$ cat config.mk
export PLATFORM = sky130hd
export DESIGN_NAME = irq_vec_ctrl
export DESIGN_NICKNAME = d
export VERILOG_FILES = /design/src/rtl/irq_vec_pkg.sv /design/src/rtl/irq_flag_bank.sv /design/src/rtl/irq_slot_map.sv /design/src/rtl/irq_prio_pick.sv /design/src/rtl/irq_vec_ctrl.sv
export SDC_FILE = /design/constraint.sdc
export NUM_CORES = 1
export LEC_CHECK = 0
export ABC_AREA = 1
export BUFFER_PORTS_ARGS = -buffer_cell sky130_fd_sc_hd__buf_2
export CORE_ASPECT_RATIO = 0.8
export CORE_UTILIZATION = 49
export CTS_BUF_LIST = sky130_fd_sc_hd__clkbuf_4 sky130_fd_sc_hd__clkbuf_8
export CTS_CLUSTER_DIAMETER = 200
export DETAILED_ROUTE_END_ITERATION = 16
export GPL_ROUTABILITY_DRIVEN = 0
export PLACE_DENSITY = 0.95
export RECOVER_POWER = 100
export SKIP_CTS_REPAIR_TIMING = 1
export SLEW_MARGIN = 40
export SYNTH_ARGS = -nofsm -noshare
export SYNTH_HDL_FRONTEND = slang
export SYNTH_SLANG_ARGS = --single-unit
$ cat constraint.sdc
create_clock -name clk_i -period 2.3 [get_ports clk_i]
set_input_delay 0.46 -clock clk_i [delete_from_list [all_inputs] [get_ports clk_i]]
set_output_delay 0.46 -clock clk_i [all_outputs]
set_load 0.01 [all_outputs]
$ cat src/rtl/irq_vec_pkg.sv
package irq_vec_pkg;
  localparam int NSRC     = 16;
  localparam int NSLOT    = 16;
  localparam int SLOT_W   = $clog2(NSLOT);
  localparam int VEC_W    = 16;
  localparam int RST_SLOT = NSLOT - 1;
  localparam int NMI_SLOT = NSLOT - 2;
  localparam int WDT_BIT  = 9;
  localparam logic [VEC_W-1:0] VEC_BASE    = 16'hFFE0;
  localparam logic [NSRC-1:0]  FLAG_RST    = 16'h4080;
  localparam logic [NSRC-1:0]  SINGLE_MASK = 16'h17A1;

  // slot 2 is left without a source; bits 13..15 share the NMI slot
  function automatic logic [SLOT_W-1:0] src_slot(int i);
    if (i < 2)       return SLOT_W'(i);
    else if (i < 13) return SLOT_W'(i + 1);
    else             return SLOT_W'(NMI_SLOT);
  endfunction

  function automatic logic [NSRC-1:0] slot_mask(int s);
    logic [NSRC-1:0] m;
    m = '0;
    for (int i = 0; i < NSRC; i++)
      if (src_slot(i) == SLOT_W'(s)) m[i] = 1'b1;
    return m;
  endfunction
endpackage

$ cat src/rtl/irq_flag_bank.sv
module irq_flag_bank
  import irq_vec_pkg::*;
#(
  parameter int              N       = NSRC,
  parameter logic [N-1:0]    RST_VAL = FLAG_RST
) (
  input  logic         clk_i,
  input  logic         rst_ni,
  input  logic [N-1:0] set_i,
  input  logic [N-1:0] sw_clr_i,
  input  logic [N-1:0] ack_clr_i,
  input  logic         ie_we_i,
  input  logic [N-1:0] ie_data_i,
  output logic [N-1:0] flag_o,
  output logic [N-1:0] ie_o
);
  logic [N-1:0] flag_q, ie_q;

  always_ff @(posedge clk_i or negedge rst_ni) begin
    if (!rst_ni) begin
      flag_q <= RST_VAL;
      ie_q   <= '0;
    end else begin
      flag_q <= (flag_q & ~(sw_clr_i | ack_clr_i)) | set_i;
      if (ie_we_i) ie_q <= ie_data_i;
    end
  end

  assign flag_o = flag_q;
  assign ie_o   = ie_q;

  AST_SET_WINS: assert property (@(posedge clk_i) disable iff (!rst_ni)
    (|set_i) |=> ((flag_o & $past(set_i)) == $past(set_i)));
endmodule

$ cat src/rtl/irq_slot_map.sv
module irq_slot_map
  import irq_vec_pkg::*;
#(
  parameter int N  = NSRC,
  parameter int NS = NSLOT
) (
  input  logic [N-1:0]  flag_i,
  input  logic [N-1:0]  ie_i,
  input  logic          gie_i,
  input  logic          wdt_intv_i,
  input  logic          rst_pend_i,
  output logic [NS-1:0] slot_req_o
);
  logic [N-1:0] hit;
  logic [N-1:0] wdt_gate;

  // watchdog enable only counts in interval mode
  assign wdt_gate = wdt_intv_i ? '1 : ~(N'(1) << WDT_BIT);
  assign hit      = flag_i & ie_i & wdt_gate;

  for (genvar s = 0; s < NS - 1; s++) begin : g_slot
    if (s == NMI_SLOT) begin : g_nmi
      assign slot_req_o[s] = |(hit & slot_mask(s));
    end else begin : g_mask
      assign slot_req_o[s] = gie_i & (|(hit & slot_mask(s)));
    end
  end
  assign slot_req_o[NS-1] = rst_pend_i;
endmodule

$ cat src/rtl/irq_prio_pick.sv
module irq_prio_pick
  import irq_vec_pkg::*;
#(
  parameter int NS = NSLOT,
  parameter int W  = $clog2(NS)
) (
  input  logic [NS-1:0] req_i,
  output logic          any_o,
  output logic [W-1:0]  idx_o
);
  always_comb begin
    any_o = 1'b0;
    idx_o = '0;
    for (int s = 0; s < NS; s++) begin
      if (req_i[s]) begin
        any_o = 1'b1;
        idx_o = W'(s);
      end
    end
  end
endmodule

$ cat src/rtl/irq_vec_ctrl.sv
module irq_vec_ctrl
  import irq_vec_pkg::*;
(
  input  logic             clk_i,
  input  logic             rst_ni,
  input  logic             gie_i,
  input  logic             sys_rst_req_i,
  input  logic             wdt_ovf_i,
  input  logic             wdt_intv_i,
  input  logic [NSRC-1:0]  flag_set_i,
  input  logic [NSRC-1:0]  flag_clr_i,
  input  logic             ie_we_i,
  input  logic [NSRC-1:0]  ie_data_i,
  input  logic             ack_i,
  output logic             irq_o,
  output logic [VEC_W-1:0] vec_o,
  output logic [NSRC-1:0]  flags_o,
  output logic [NSRC-1:0]  ie_o
);
  logic [NSRC-1:0]   flag_w, ie_w, set_vec, ack_clr;
  logic [NSLOT-1:0]  slot_req;
  logic [SLOT_W-1:0] win, slot_q;
  logic              any_req, irq_q, rst_pend_q, ack_ok, wdt_rst;

  assign ack_ok  = ack_i & irq_q;
  assign wdt_rst = wdt_ovf_i & ~wdt_intv_i;
  assign set_vec = flag_set_i | (NSRC'(wdt_ovf_i) << WDT_BIT);

  for (genvar g = 0; g < NSRC; g++) begin : g_ack
    if (SINGLE_MASK[g]) begin : g_single
      assign ack_clr[g] = ack_ok & (slot_q == src_slot(g));
    end else begin : g_shared
      assign ack_clr[g] = 1'b0;
    end
  end

  irq_flag_bank #(.N(NSRC), .RST_VAL(FLAG_RST)) u_flags (
    .clk_i, .rst_ni,
    .set_i     (set_vec),
    .sw_clr_i  (flag_clr_i),
    .ack_clr_i (ack_clr),
    .ie_we_i,
    .ie_data_i,
    .flag_o    (flag_w),
    .ie_o      (ie_w)
  );

  irq_slot_map #(.N(NSRC), .NS(NSLOT)) u_map (
    .flag_i     (flag_w),
    .ie_i       (ie_w),
    .gie_i,
    .wdt_intv_i,
    .rst_pend_i (rst_pend_q),
    .slot_req_o (slot_req)
  );

  irq_prio_pick #(.NS(NSLOT), .W(SLOT_W)) u_pick (
    .req_i (slot_req),
    .any_o (any_req),
    .idx_o (win)
  );

  // reset slot pending from power-up; a new request wins over the acknowledge
  always_ff @(posedge clk_i or negedge rst_ni) begin
    if (!rst_ni)                                           rst_pend_q <= 1'b1;
    else if (sys_rst_req_i || wdt_rst)                     rst_pend_q <= 1'b1;
    else if (ack_ok && slot_q == SLOT_W'(RST_SLOT))        rst_pend_q <= 1'b0;
  end

  // vector frozen during acknowledge, strobe dropped for one cycle
  always_ff @(posedge clk_i or negedge rst_ni) begin
    if (!rst_ni) begin
      irq_q  <= 1'b0;
      slot_q <= '0;
    end else if (ack_i) begin
      irq_q  <= 1'b0;
    end else begin
      irq_q  <= any_req;
      if (any_req) slot_q <= win;
    end
  end

  assign irq_o   = irq_q;
  assign vec_o   = VEC_BASE + VEC_W'({slot_q, 1'b0});
  assign flags_o = flag_w;
  assign ie_o    = ie_w;

  AST_PICK_TOP: assert property (@(posedge clk_i) disable iff (!rst_ni)
    any_req |-> (slot_req >> win) == NSLOT'(1));
  AST_RST_FIRST: assert property (@(posedge clk_i) disable iff (!rst_ni)
    (rst_pend_q && !ack_i) |=> (irq_o && vec_o == 16'hFFFE));
  AST_GIE_GATE: assert property (@(posedge clk_i) disable iff (!rst_ni)
    (irq_o && !$past(gie_i)) |-> (vec_o >= 16'hFFFC));
  AST_WDT_MODE: assert property (@(posedge clk_i) disable iff (!rst_ni)
    (irq_o && !$past(wdt_intv_i)) |-> (vec_o != 16'hFFF4));
  AST_ACK_HOLD: assert property (@(posedge clk_i) disable iff (!rst_ni)
    (irq_o && ack_i) |=> (!irq_o && $stable(vec_o)));
endmodule

# After elaboration in Yosys (flattened, before gate mapping)
# Cells that the tools add are included.
# op_classes
n_reduce_logical	6
n_eq_ne	7
n_mux	33
addsub	1
bitwise_logic	31
# ops
cell	count
16-bit bitwise AND	3
4-bit 2-to-1 mux	8
4-bit equality test (second input constant)	6
1-bit bitwise AND	22
1-bit 2-to-1 mux	19
16-bit inverter	1
16-bit by 10-bit bitwise OR with 16-bit output	1
16-bit by 13-bit bitwise OR with 16-bit output	1
16-bit bitwise OR	1
3-bit 2-to-1 mux	4
10-bit 2-to-1 mux	1
6-bit by 6-bit adder with 7-bit output (first input constant)	1
4-bit by 3-bit equality test with 1-bit output (second input constant)	1
4-bit logical NOT	1
3-bit OR reduction	1
2-bit 2-to-1 mux	1
1-bit inverter	2
2-bit AND reduction	1
2-bit nonzero test	1
1-bit logical AND	1
1-bit logical OR	1
# word_totals
output_inout_bits	49
reg_bits	38
elab_cells	83
input_bits	56

# Depth between registers and ports, before layout
# logic_depth
word_depth	19
mapped_depth	14

# Hierarchy
# Synthesis repeated with hierarchy kept, for this count alone.
# hier_totals
cells_unflattened	293
hier_area_um2	2074.5
# modules_own_cells
module	instances	cells_each	area_each_um2
irq_flag_bank	1	147	1292.5
irq_vec_ctrl	1	62	425.4
irq_prio_pick	1	48	205.2
irq_slot_map	1	36	151.4

# Least setup slack after synthesis
# OpenSTA, ideal clock, no wires.
# synth_timing
kind	in2reg
from	in ie_we_i
to	reg u_flags.ie_q[10] (netlist: u_flags.ie_o[10])
t_arrival_ps	1284
stages	3
setup_ps	125
setup_slack_ps	891
cell_sequence	clkbuf_1 -> buf_2 -> mux2_2
# synth_lines
element	line_no	source
from (decl)	irq_vec_ctrl.sv:12	input logic ie_we_i,
to (signal assigned)	irq_flag_bank.sv:25	if (ie_we_i) ie_q <= ie_data_i;
to (decl)	irq_flag_bank.sv:17	logic [N-1:0] flag_q, ie_q;
# No word-level cell between the ends.

# Worst setup path in the final report
# layout_timing
from	reg u_flags.flag_q[14] (netlist: u_flags.flag_o[14])
to	out flags_o[14]
# layout_lines
element	line_no	source
from (decl)	irq_flag_bank.sv:17	
from (signal assigned)	irq_flag_bank.sv:24	flag_q <= (flag_q & ~(sw_clr_i | ack_clr_i)) | set_i;
to (decl)	irq_vec_ctrl.sv:17	output logic [NSRC-1:0] flags_o,
# No word-level cell between the ends.

==> out/metrics.csv <==
metric,value,unit
fp-row-count,19,
synth_most_common_cell,dfrtp_1,
cts.sinks,38,
start_util,52.20,%
r2r-end,slot_q[0]$_DFFE_PN0P_,
synthTopCellsByCount,"35 x dfrtp_1, 30 x nand2_1, 23 x inv_1",
nets,336,
synth_top_family_by_area,simple AND/OR/NAND/NOR gates,
drc_errors,0,
fin_skew,0.004123,ns
ys_seq_elements,38,
synth_area_leaders,"dfrtp_1 48%, mux2_2 9.9%, nand2_1 6.2%",
design.portCount,105,
clk_pin_slew,0.07,ns
place.detailed.hpwl,3243,um
n_antenna_cell,0,
synthXorXnorAreaFrac,0,%
pre_cts_slack,0.6261,ns
cp_num_cells,1,
syn_inst,186,
syn_avg_cell_area,9.808,um2
reg2reg_depth,8,
yosys.cell_types.count,27,
htree_levels,2,
dieHeight,56.58,um
crit_type,flip-flop to output pin,
ys_async_sr_fraction,100.0,%
maxCapViolations,0,
hold_violations,0,
crit_path_start,u_flags.flag_o[14]$_DFF_PN1_,
vias_per_cell,4.919,
ys_seq_area_share,52.33,%
cts_made_buffers,5,
fin_crit_sh,62.79,%
core,0.003495,mm2
crit_path_top_delay_cell,dfstp_1,
grt_max_degree,39,
vias,1584,
grt_pass1_vias,1453,
cts_tree,done,
portBuffers,92,
end_kind,output pin,
period_needed,1.444,ns
synthMuxAreaShare,9.877,%
clockRootBuffer,clkbuf_8,
synth-simple-area-share,15.98,%
setup_viol,0,
final_core_util,66.34,%
worst_pin_slew,0.8426,ns
reg2reg_slack,0.86,ns
stdcell_area,0.002318,mm2
synth_top_cell_area_share,48.01,%
slew-limit-headroom,43.83,%
cp_num_buf_inv,1,
synth_compound_area_share,10.63,%
layout-drive-gt1-share,29.64,%
setup_tns,0,ns
p_leak,1.228,nW
clk_path_buf_depth,2,
yosysWarnings,0,
setup_ws,0.8558,ns
r2r-start,u_flags.flag_o[13]$_DFF_PN0_,
critPathTopFamily,flip-flops,
track_usage,21.99,%
wl_per_cell,12.36,um
synth_edf_count,0,
worstPathArrival,0.98,ns
synth_top_flop_cell,dfrtp_1,
power_density,692.0,mW/mm2
wirelength,3979,um
crit_path_max_incr_delay,0.54,ns
die_x,70.22,um
drtAntennaViolNets,0,
worstPathCellList,clkbuf_1,
place_area,0.002265,mm2
syn2layout_area_growth,27.09,%
grt_overflow_total,0,
crit_fanout,3,
yosysTopAreaCell,dfrtp_1,
grt_pass1_wl,6465,um
design.die.area,0.003973,mm2
cp-start-kind,flip-flop,
hold_ws,0.1309,ns
crit_required,1.84,ns
antenna_found_initial,0,
drtIter0Drc,95,
worstSkewPairLatency,0.28,ns
hold_path.class,input port to async pin,
drv_slew,0,
outcome,finished clean,
drt_first_pass_iters,4,
synth_area,0.001824,mm2
irDropWorstVdd,609.1,uV
synth_fa_ha_area_share,0,%
fmax,0.6924,GHz
rsz0062_at_grt,false,
[worst max path at each step]
stage / endpoint / slack, ns
finish: flags_o[14] / 0.86
global route: slot_q[0]$_DFFE_PN0P_ / 0.64
CTS: flags_o[7] / 0.87
detailed placement: slot_q[0]$_DFFE_PN0P_ / 0.63
global placement: slot_q[0]$_DFFE_PN0P_ / 0.71
floorplan: u_flags.ie_o[10]$_DFFE_PN0P_ / 0.89
[flip-flops by register name, summed over array words and instances, names as in the netlist]
name	count
u_flags.ie_o	16
irq_o	1
slot_q	4
u_flags.flag_o	16
rst_pend_q	1
[where the power goes]
part | switching [W] | total [W] | leakage (nW) | internal (W)
combinational | 0.000153 | 0.000274 | 0.756 | 0.000121
sequential | 0.0000469 | 0.000772 | 0.415 | 0.000725
clock | 0.000212 | 0.000559 | 0.0573 | 0.000347
[logic make-up (layout without fill, tap and decap cells)]
| kind of cell | Yosys count | count (layout) |
|---|---|---|
| AND/OR/NAND/NOR | 64 | 64 |
| AO/OA/AOI/OAI | 28 | 28 |
| multiplexers | 16 | 16 |
| buffers and inverters | 38 | 122 |
| other | 2 | 12 |
| flip-flops | 38 | 38 |
[routing by layer]
| layer | GRT usage [%] | up-vias | wire [um] |
|---|---|---|---|
| li1 | - | 776 | - |
| met1 | 26.24 | 733 | 1690 |
| met2 | 35.65 | 68 | 1883 |
| met3 | 8.797 | 7 | 330 |
| met4 | 8.571 | 0 | 74 |
| met5 | 0 | - | 0 |
[per-stage QoR]
stage | std cells | total power (W)
final | 322 | 0.001604
after global placement | 315 | 0.001068
after CTS | 322 | 0.001637
after floorplan | 196 | 0.0009538
after detailed placement | 315 | 0.001078
after global routing | 322 | 0.001695
[area by class of cell]
class	instances	area, um2
clock buffer	6	82.58
clock inverter	1	30.03
fill	314	1176
inverter	23	86.33
multi-input combinational	120	695.7
sequential	38	954.7
tap	42	52.55
timing repair buffer	92	416.7
[layout by cell type (no fill, tap or decap), types with 3 or more instances in the layout]
master / n
nand3_2: 3
inv_1: 23
a21o_1: 3
a21oi_1: 3
conb_1: 12
buf_2: 54
nand2_1: 32
dfrtp_1: 35
o21bai_1: 10
a31oi_1: 5
clkbuf_8: 6
clkbuf_1: 37
nor2_1: 16
o31ai_1: 3
nand3_1: 10
mux2_2: 16
(Power assumes the default switching activity.)
